## config.mk

```make
export PLATFORM = sky130hd
export DESIGN_NAME = node_spread_sel
export DESIGN_NICKNAME = d
export VERILOG_FILES = /design/src/rtl/nsel_pkg.sv /design/src/rtl/nsel_ring_find.sv /design/src/rtl/nsel_weight_mux.sv /design/src/rtl/node_spread_sel.sv
export SDC_FILE = /design/constraint.sdc
export NUM_CORES = 1
export LEC_CHECK = 0
export ABC_AREA = 1
export BUFFER_PORTS_ARGS = -buffer_cell sky130_fd_sc_hd__buf_4
export CAP_MARGIN = 10
export CORE_UTILIZATION = 55
export CTS_BUF_LIST = sky130_fd_sc_hd__clkbuf_4
export DETAILED_ROUTE_END_ITERATION = 7
export PLACE_DENSITY = 0.76
export SYNTH_ARGS = -nofsm -noshare
export SYNTH_HDL_FRONTEND = slang
export SYNTH_HIERARCHICAL = 1
export SYNTH_SLANG_ARGS = --single-unit
```

## constraint.sdc

```tcl
create_clock -name clk_i -period 4.8 [get_ports clk_i]
set_input_delay 0.96 -clock clk_i [delete_from_list [all_inputs] [get_ports clk_i]]
set_output_delay 0.96 -clock clk_i [all_outputs]
set_load 0.05 [all_outputs]
```

## src/rtl/nsel_pkg.sv

```systemverilog
package nsel_pkg;

   typedef enum logic {
      SEL_PLAIN    = 1'b0,
      SEL_WEIGHTED = 1'b1
   } sel_mode_e;

endpackage

```

## src/rtl/nsel_ring_find.sv

```systemverilog
// Finds the first set bit of vec_i at or above start_i, wrapping past the top.
module nsel_ring_find #(
   parameter int N     = 16,
   parameter int IDX_W = 4
) (
   input  logic [N-1:0]     vec_i,
   input  logic [IDX_W-1:0] start_i,
   output logic             found_o,
   output logic [IDX_W-1:0] idx_o
);

   localparam bit POW2 = ((1 << IDX_W) == N);

   logic [2*N-1:0]   dbl_w;
   logic [N-1:0]     rot_w;
   logic [IDX_W-1:0] off_w;

   assign dbl_w   = {vec_i, vec_i} >> start_i;
   assign rot_w   = dbl_w[N-1:0];
   assign found_o = |vec_i;

   always_comb begin
      off_w = '0;
      for (int i = N - 1; i >= 0; i--) begin
         if (rot_w[i]) off_w = IDX_W'(i);
      end
   end

   generate
      if (POW2) begin : g_wrap_free
         assign idx_o = start_i + off_w;
      end else begin : g_wrap_sub
         logic [IDX_W:0] sum_w;
         assign sum_w = {1'b0, start_i} + {1'b0, off_w};
         assign idx_o = (sum_w >= (IDX_W + 1)'(N)) ? IDX_W'(sum_w - (IDX_W + 1)'(N))
                                                   : sum_w[IDX_W-1:0];
      end
   endgenerate

endmodule

```

## src/rtl/nsel_weight_mux.sv

```systemverilog
// Selects one node's weight and turns it into a run length (never zero).
module nsel_weight_mux
   import nsel_pkg::*;
#(
   parameter int N     = 16,
   parameter int W     = 8,
   parameter int IDX_W = 4
) (
   input  logic [N*W-1:0]   wgt_flat_i,
   input  logic [IDX_W-1:0] idx_i,
   input  sel_mode_e        mode_i,
   output logic [W-1:0]     run_o
);

   logic [W-1:0] wtab [N];
   logic [W-1:0] raw_w;

   genvar g;
   generate
      for (g = 0; g < N; g++) begin : g_unpack
         assign wtab[g] = wgt_flat_i[g*W +: W];
      end
   endgenerate

   assign raw_w = (int'(idx_i) < N) ? wtab[idx_i] : '0;
   assign run_o = (mode_i == SEL_PLAIN || raw_w == '0) ? W'(1) : raw_w;

endmodule

```

## src/rtl/node_spread_sel.sv

```systemverilog
module node_spread_sel
   import nsel_pkg::*;
#(
   parameter int NODES = 16,
   parameter int WGT_W = 8,
   localparam int IDX_W = $clog2(NODES)
) (
   input  logic                   clk_i,
   input  logic                   rst_ni,
   input  logic                   cfg_load_i,
   input  logic [NODES-1:0]       en_mask_i,
   input  logic [NODES*WGT_W-1:0] wgt_flat_i,
   input  logic                   weighted_i,
   input  logic                   req_i,
   input  logic [NODES-1:0]       node_avail_i,
   output logic                   grant_vld_o,
   output logic [IDX_W-1:0]       grant_node_o
);

   generate
      if (NODES < 2 || NODES > 16) begin : g_bad_nodes
         $error("node_spread_sel: NODES must lie in 2..16");
      end
      if (WGT_W < 1 || WGT_W > 16) begin : g_bad_wgt
         $error("node_spread_sel: WGT_W must lie in 1..16");
      end
   endgenerate

   sel_mode_e        mode_w;
   logic [NODES-1:0] elig_w;
   logic [IDX_W-1:0] cur_q, cur_d;
   logic [WGT_W-1:0] cred_q, cred_d;
   logic             vld_d;
   logic [IDX_W-1:0] node_d;
   logic [IDX_W-1:0] nxt_start_w;

   logic             pick_found_w, next_found_w, low_found_w;
   logic [IDX_W-1:0] pick_idx_w, next_idx_w, low_idx_w;
   logic [WGT_W-1:0] next_run_w, low_run_w;

   assign mode_w      = sel_mode_e'(weighted_i);
   assign elig_w      = en_mask_i & node_avail_i;
   assign nxt_start_w = (cur_q == IDX_W'(NODES - 1)) ? '0 : cur_q + IDX_W'(1);

   // node that actually gets this request (current turn or fallback)
   nsel_ring_find #(.N(NODES), .IDX_W(IDX_W)) u_pick (
      .vec_i(elig_w), .start_i(cur_q), .found_o(pick_found_w), .idx_o(pick_idx_w)
   );

   // node whose turn follows the current one
   nsel_ring_find #(.N(NODES), .IDX_W(IDX_W)) u_next (
      .vec_i(en_mask_i), .start_i(nxt_start_w), .found_o(next_found_w), .idx_o(next_idx_w)
   );

   // restart point after a configuration load
   nsel_ring_find #(.N(NODES), .IDX_W(IDX_W)) u_low (
      .vec_i(en_mask_i), .start_i('0), .found_o(low_found_w), .idx_o(low_idx_w)
   );

   nsel_weight_mux #(.N(NODES), .W(WGT_W), .IDX_W(IDX_W)) u_run_next (
      .wgt_flat_i(wgt_flat_i), .idx_i(next_idx_w), .mode_i(mode_w), .run_o(next_run_w)
   );

   nsel_weight_mux #(.N(NODES), .W(WGT_W), .IDX_W(IDX_W)) u_run_low (
      .wgt_flat_i(wgt_flat_i), .idx_i(low_idx_w), .mode_i(mode_w), .run_o(low_run_w)
   );

   always_comb begin
      cur_d  = cur_q;
      cred_d = cred_q;
      vld_d  = 1'b0;
      node_d = grant_node_o;
      if (cfg_load_i) begin
         cur_d  = low_found_w ? low_idx_w : '0;
         cred_d = low_run_w;
      end else if (req_i && pick_found_w) begin
         vld_d  = 1'b1;
         node_d = pick_idx_w;
         if (pick_idx_w == cur_q) begin
            if (mode_w == SEL_WEIGHTED && cred_q > WGT_W'(1)) begin
               cred_d = cred_q - WGT_W'(1);
            end else if (next_found_w) begin
               cur_d  = next_idx_w;
               cred_d = next_run_w;
            end
         end
      end
   end

   always_ff @(posedge clk_i) begin
      if (!rst_ni) begin
         cur_q        <= '0;
         cred_q       <= WGT_W'(1);
         grant_vld_o  <= 1'b0;
         grant_node_o <= '0;
      end else begin
         cur_q        <= cur_d;
         cred_q       <= cred_d;
         grant_vld_o  <= vld_d;
         grant_node_o <= node_d;
      end
   end

endmodule

```

* Yosys cells after proc, flatten, opt, wreduce, memory -nomap -nowiden
Index checks and enable logic that the tools add are counted.
Storage, ports and cells: output and inout bits 5, RAM bits 0, register bits after elaboration 17, memories 0, logic and storage cells 107, ROM bits 0, bits in latches 0
Cells by class: multiplexer cells 69, div/mod/pow operators 0, eq/ne operators 3, $add $sub $neg 4, magnitude comparators 3, $mul 0, bitwise operators 6, shift operators 2, reductions and logical operators 16
Operators with widths (count):
- 4-bit 2-to-1 mux | 55
- 8-bit 2-to-1 mux | 11
- 8-bit binary-select mux with 4-bit select | 2
- 32-bit by 4-bit >> shifter with 16-bit output | 2
- 16-bit OR reduction | 2
- 16-bit bitwise AND | 1
- 8-bit logical NOT | 2
- 5-bit greater-or-equal comparator, second input constant | 2
- 4-bit NOT with 5-bit output | 2
- 4-bit adder | 2
- 8-bit by 1-bit > comparator with 1-bit output, second input constant | 1
- 8-bit by 1-bit subtractor with 8-bit output, second input constant | 1
- 2-bit nonzero test | 3
- 4-bit by 1-bit adder with 4-bit output, second input constant | 1
- 4-bit == test | 1
- 4-bit == test, second input constant | 1
- 4-bit AND reduction | 1
- 1-bit NOT | 3
- 3-bit AND reduction | 1
- 3-bit nonzero test | 1
- 1-bit logical AND | 2
- 1-bit logical OR | 2
- 2-bit inequality test, second input constant | 1
- 2-bit AND reduction | 1
- 2 further kinds | 2

* Depth between registers and ports, before layout
depth after elaboration 32, mapped depth 46, gate-level depth less buffers 43

* By module
Netlist, hierarchy kept.
Modules (own cells, without submodules):
- nsel_ring_find | times used 3, area each 1247.4 um^2, cells each 224, seq. area each 0.0 um^2
- nsel_weight_mux | times used 2, area each 1552.7 um^2, cells each 375, seq. area each 0.0 um^2
- node_spread_sel | times used 1, area each 1408.9 um^2, cells each 249, seq. area each 340.3 um^2

* Least setup slack after synthesis
No wires, ideal clock.
kind flip-flop to flip-flop, from register cur_q[1], to register cred_q[6], cell stages (with the launch flop) 43, arrival time 4.268 ns, slack 0.413 ns, setup time 0.119 ns, required time 4.681 ns, cells stage by stage dfxtp_1 -> ha_1 -> nand3_1 -> nand2_1 -> inv_1 -> buf_6 -> inv_8 -> buf_12 -> nand2_2 -> nand3_1 -> nand2_1 -> o21ai_1 -> o21ai_2 -> nand2_1 -> nand2_1 -> nand2_1 -> nand2_1 -> nand2_1 -> [7 not listed] -> ha_1 -> fa_1 -> xor2_1 -> buf_2 -> buf_1 -> nand3_1 -> nand3_1 -> nand2_1 -> nor2_1 -> nand2_1 -> nor2_2 -> nor3_1 -> nand2_2 -> nand2_1 -> nor2_1 -> nor2_1 -> nor2_1 -> nor2_1
Between the ends: longest elaborated chain between the ends 32, elaborated cells on any way between the ends 54, classes of those cells 3 x add/sub; 2 x eq/ne; 2 x shift; 42 x mux; 1 x bitwise; 4 x reduce/logical
Ends and longest elaborated chain:
- from (decl) | line node_spread_sel.sv:31 | logic [IDX_W-1:0] cur_q, cur_d;
- from (signal assigned) | line node_spread_sel.sv:97 | cur_q <= cur_d;
- 4-bit == test (*) | line node_spread_sel.sv:43 | assign nxt_start_w = (cur_q == IDX_W'(NODES - 1)) ? '0 : cur_q + IDX_W'(1);
- 4-bit 2-to-1 mux (*) | line node_spread_sel.sv:43
- named net nxt_start_w[0] | line node_spread_sel.sv:35 | logic [IDX_W-1:0] nxt_start_w;
- 32-bit by 4-bit >> shifter with 16-bit output | line nsel_ring_find.sv:18 | assign dbl_w = {vec_i, vec_i} >> start_i;
- 4-bit 2-to-1 mux (16 in a row) | line nsel_ring_find.sv:25 | if (rot_w[i]) off_w = IDX_W'(i);
- 4-bit adder (*) | line nsel_ring_find.sv:31 | assign idx_o = start_i + off_w;
- named net next_idx_w[2] | line node_spread_sel.sv:38 | logic [IDX_W-1:0] pick_idx_w, next_idx_w, low_idx_w;
- 4-bit NOT with 5-bit output (implied by the code) (*) | line nsel_weight_mux.sv:25 | assign raw_w = (int'(idx_i) < N) ? wtab[idx_i] : '0;
- [4 not listed]
- 1-bit logical OR | line nsel_weight_mux.sv:26 | assign run_o = (mode_i == SEL_PLAIN || raw_w == '0) ? W'(1) : raw_w;
- 8-bit 2-to-1 mux (*) | line nsel_weight_mux.sv:26
- named net next_run_w[6] | line node_spread_sel.sv:39 | logic [WGT_W-1:0] next_run_w, low_run_w;
- 8-bit 2-to-1 mux (*) | line node_spread_sel.sv:82 | end else if (next_found_w) begin
- 8-bit 2-to-1 mux (*) | line node_spread_sel.sv:80 | if (mode_w == SEL_WEIGHTED && cred_q > WGT_W'(1)) begin
- 8-bit 2-to-1 mux (*) | line node_spread_sel.sv:79 | if (pick_idx_w == cur_q) begin
- 8-bit 2-to-1 mux (*) | line node_spread_sel.sv:76 | end else if (req_i && pick_found_w) begin
- 8-bit 2-to-1 mux (*) | line node_spread_sel.sv:73 | if (cfg_load_i) begin
- to (signal assigned) | line node_spread_sel.sv:98 | cred_q <= cred_d;
- to (decl) | line node_spread_sel.sv:32 | logic [WGT_W-1:0] cred_q, cred_d;
The timed path passes the listed nets; every way through them passes the cells marked *. The select of a mux whose other input is x is not followed. A chain may end at the register's enable or synchronous reset.

* Worst setup path in the final report
Ends and elaborated chain as after synthesis.

==> impl_results.md <==
- Largest family of logic cells by synthesized area: simple AND/OR/NAND/NOR gates
- Main synth FF type: dfxtp_1
- Initial antenna violation count: 0
- Number of buffers created by CTS: 3
- Startpoint Class: flop
- Tcrit/Tclk final: 0.989
- Via count: 11,400
- Crit path kind: flop to flop
- RSZ-0062 raised after global routing: true
- Post-layout util: 0.699
- Layout filler cell count: 1,387
- Run status: complete, no violations
- Final setup violation count: 0
- HPWL after DPL: 22.2 mm
- DRT Pass-1 Iters: 7
- Crit. End Element: flop
- CP required: 4.99 ns
- Seq/Total Area, Yosys: 0.0412
- CP max FO: 8
- Post-Synthesis Cell Area: 8260 um^2
- Detail Route Antenna Nets: 0
- Yosys cell types: 40
- Metal2 WL: 13.3 mm
- DR WL/cell: 14.7 um
- Layout cells sized above 1: 0.235
- Synth Register Bits: 17
- CP most frequent cell: nand2_1
- Fmax: 0.211 GHz
- WP data arrival: 4.94 ns
- Post-synthesis adder-cell area fraction: 0.0255
- Mux contribution to synthesized area: 0
- Synth top area cells: nand2_1 30%, nand3_1 19%, inv_1 8.5%
- Largest net degree at the start of global routing: 51
- Depth of the CTS H-tree: 1
- Slowest cell on crit path: fa_2
- Post-Synth Simple-Gate Area: 0.672
- Aggregate global-route resource usage: 0.353
- Uppermost layer routed: met4
- Hold Slack: 0.530 ns
- Synth top area share: 0.302
- Fin area: 10,200 um^2
- Post-synth EDFFs: 0
- Final nets: 2,007
- Skew-Pair Late Insertion Delay: 0.30 ns
- Max_cap viols: 0
- Max Slew Vio Count: 0
- Final setup TNS: 0 ns
- Routability cong.: 0.972
- 1st-iter DRT viols: 1,261
- Most frequent cell after synthesis: nand2_1
- Clock root cell: clkbuf_4
- Avg Inst Size Synth: 4.94 um^2
- Ant. Diodes: 0
- Remaining routing DRC violations: 0
- Synth top cells by count: 665 x nand2_1, 315 x nand3_1, 188 x inv_1, 110 x nor2_1, 43 x o21ai_0
- Synth Area in Compound Gates: 0.0791
- P&R area growth vs syn: 23.6%
- Worst Max-Slew Pin Slew: 0.512 ns
- Port Buffer Count: 169
- Initial Util: 0.566
- CTS tree: yes
- CTS clock-pin slew for the worst setup and hold paths: 0.11 ns
- DIE AREA: 15,500 um^2
- Die Ht: 125 um
- Routed wl met3: 3.06 mm
- Leading area contributor after synthesis: nand2_1
- Max stage delay on crit path: 0.64 ns
- Row cnt: 44
- Yosys warning count: 6
- Overflow after GRT: 0
- First-pass GRT wire length: 46.7 mm
- Clock skew: 0.00622 ns
- Minimum clock period: 4.75 ns
- Maximum root-to-sink buffer count: 2
- Worst hold path class: flop to flop
- Fraction of registers with async set/reset: 0
- Hold buffers post-CTS: 0
- XOR/XNOR share of the synthesized area: 0.0127
- Vias in the first global route: 10,100
- Drt total wl: 29.6 mm
- Cell area after placement: 9610 um^2
- Die X: 125 um
- Endpoints failing hold: 0
- Rel. slew slack: 0.659
- CTS sink cnt: 17
- Met1 wire length: 12.3 mm
- Syn Inst Count: 1,671
- Core area: 14,600 um^2
- Drt via density: 5.67
- I/O pin count: 170
[cells in the final DEF (no fill, tap or decap), types with 7 or more instances in the layout]
cell type | Yosys | layout
nand2_1 | 665 | 649
nand3_1 | 315 | 291
buf_4 | 19 | 209
inv_1 | 188 | 185
nor2_1 | 110 | 104
nand3_2 | 42 | 63
o21ai_0 | 43 | 43
nand2_2 | 21 | 35
o21ai_1 | 26 | 24
nand2_4 | 21 | 21
a21oi_1 | 21 | 19
inv_2 | 14 | 15
dfxtp_1 | 17 | 15
nor2_2 | 11 | 14
nor4_1 | 12 | 12
ha_1 | 12 | 9
buf_12 | 3 | 9
conb_1 | 1 | 8
o21ai_2 | 6 | 8
buf_6 | 10 | 7
[worst max-delay path: cells and delay by family, from the launching register on]
family,cells,cell delay [ns]
buf+inv,6,0.74
compound gates,2,0.14
simple gates,34,2.36
flops,1,0.36
fa+ha+maj,3,1.01
[logic make-up (layout without fill, tap and decap cells)]
family | Yosys count | count (layout)
AND/OR/NAND/NOR | 1217 | 1217
buffers and inverters | 295 | 443
AO/OA/AOI/OAI | 114 | 114
flip-flops | 17 | 17
adder cells (fa/ha/maj) | 15 | 15
XOR/XNOR | 12 | 12
other | 1 | 8
[metal layers]
layer	vias up	track usage
met2	675	0.578
met5	-	0
li1	5585	-
met1	5029	0.489
met4	0	0.0957
met3	100	0.0365
[state kept, by name, indices dropped and copies added, names as in the netlist]
| register | flops |
|---|---|
| grant_vld_o | 1 |
| cur_q | 4 |
| cred_q | 8 |
| grant_node_o | 4 |
[stage by stage]
stage                     instances  setup slack [ns]
after floorplan                1678             0.413
after global placement         1988            0.0245
after detailed placement       1988          -0.00799
after CTS                      1992            0.0241
after global routing           2010            -0.331
final                          2010            0.0519
[area by class of cell]
cell class	instances	area (um^2)	area share
clock buffer	3	22.5	0.00221
clock inverter	1	5.00	0.000490
multi-input combinational	1366	6840	0.671
timing repair buffer	229	1910	0.187
inverter	209	843	0.0826
sequential	17	343	0.0336
timing repair inverter	1	8.76	0.000858
tap	184	230	0.0226
[path summary, 6_finish.rpt]
path / startpoint / endpoint / slack (ns) / depth (start not counted)
max: cur_q[1] / cred_q[6] / 0.05 / 45
max reg2reg: cur_q[1] / cred_q[6] / 0.05 / 45
min reg2reg: grant_node_o[0] / grant_node_o[0] / 0.53 / 2
min: grant_node_o[0] / grant_node_o[0] / 0.53 / 2
[timing repair]
item                                    CTS  global route
cloned                                    0             3
buffers inserted                          0            15
resized for setup                         1            95
hold endpoints to repair                  0             0
pin swaps                                 0            28
endpoints found under the setup margin    1             8
Power is not shown: default switching activity piles up to over one toggle a cycle in this logic, so the estimate is an artifact.
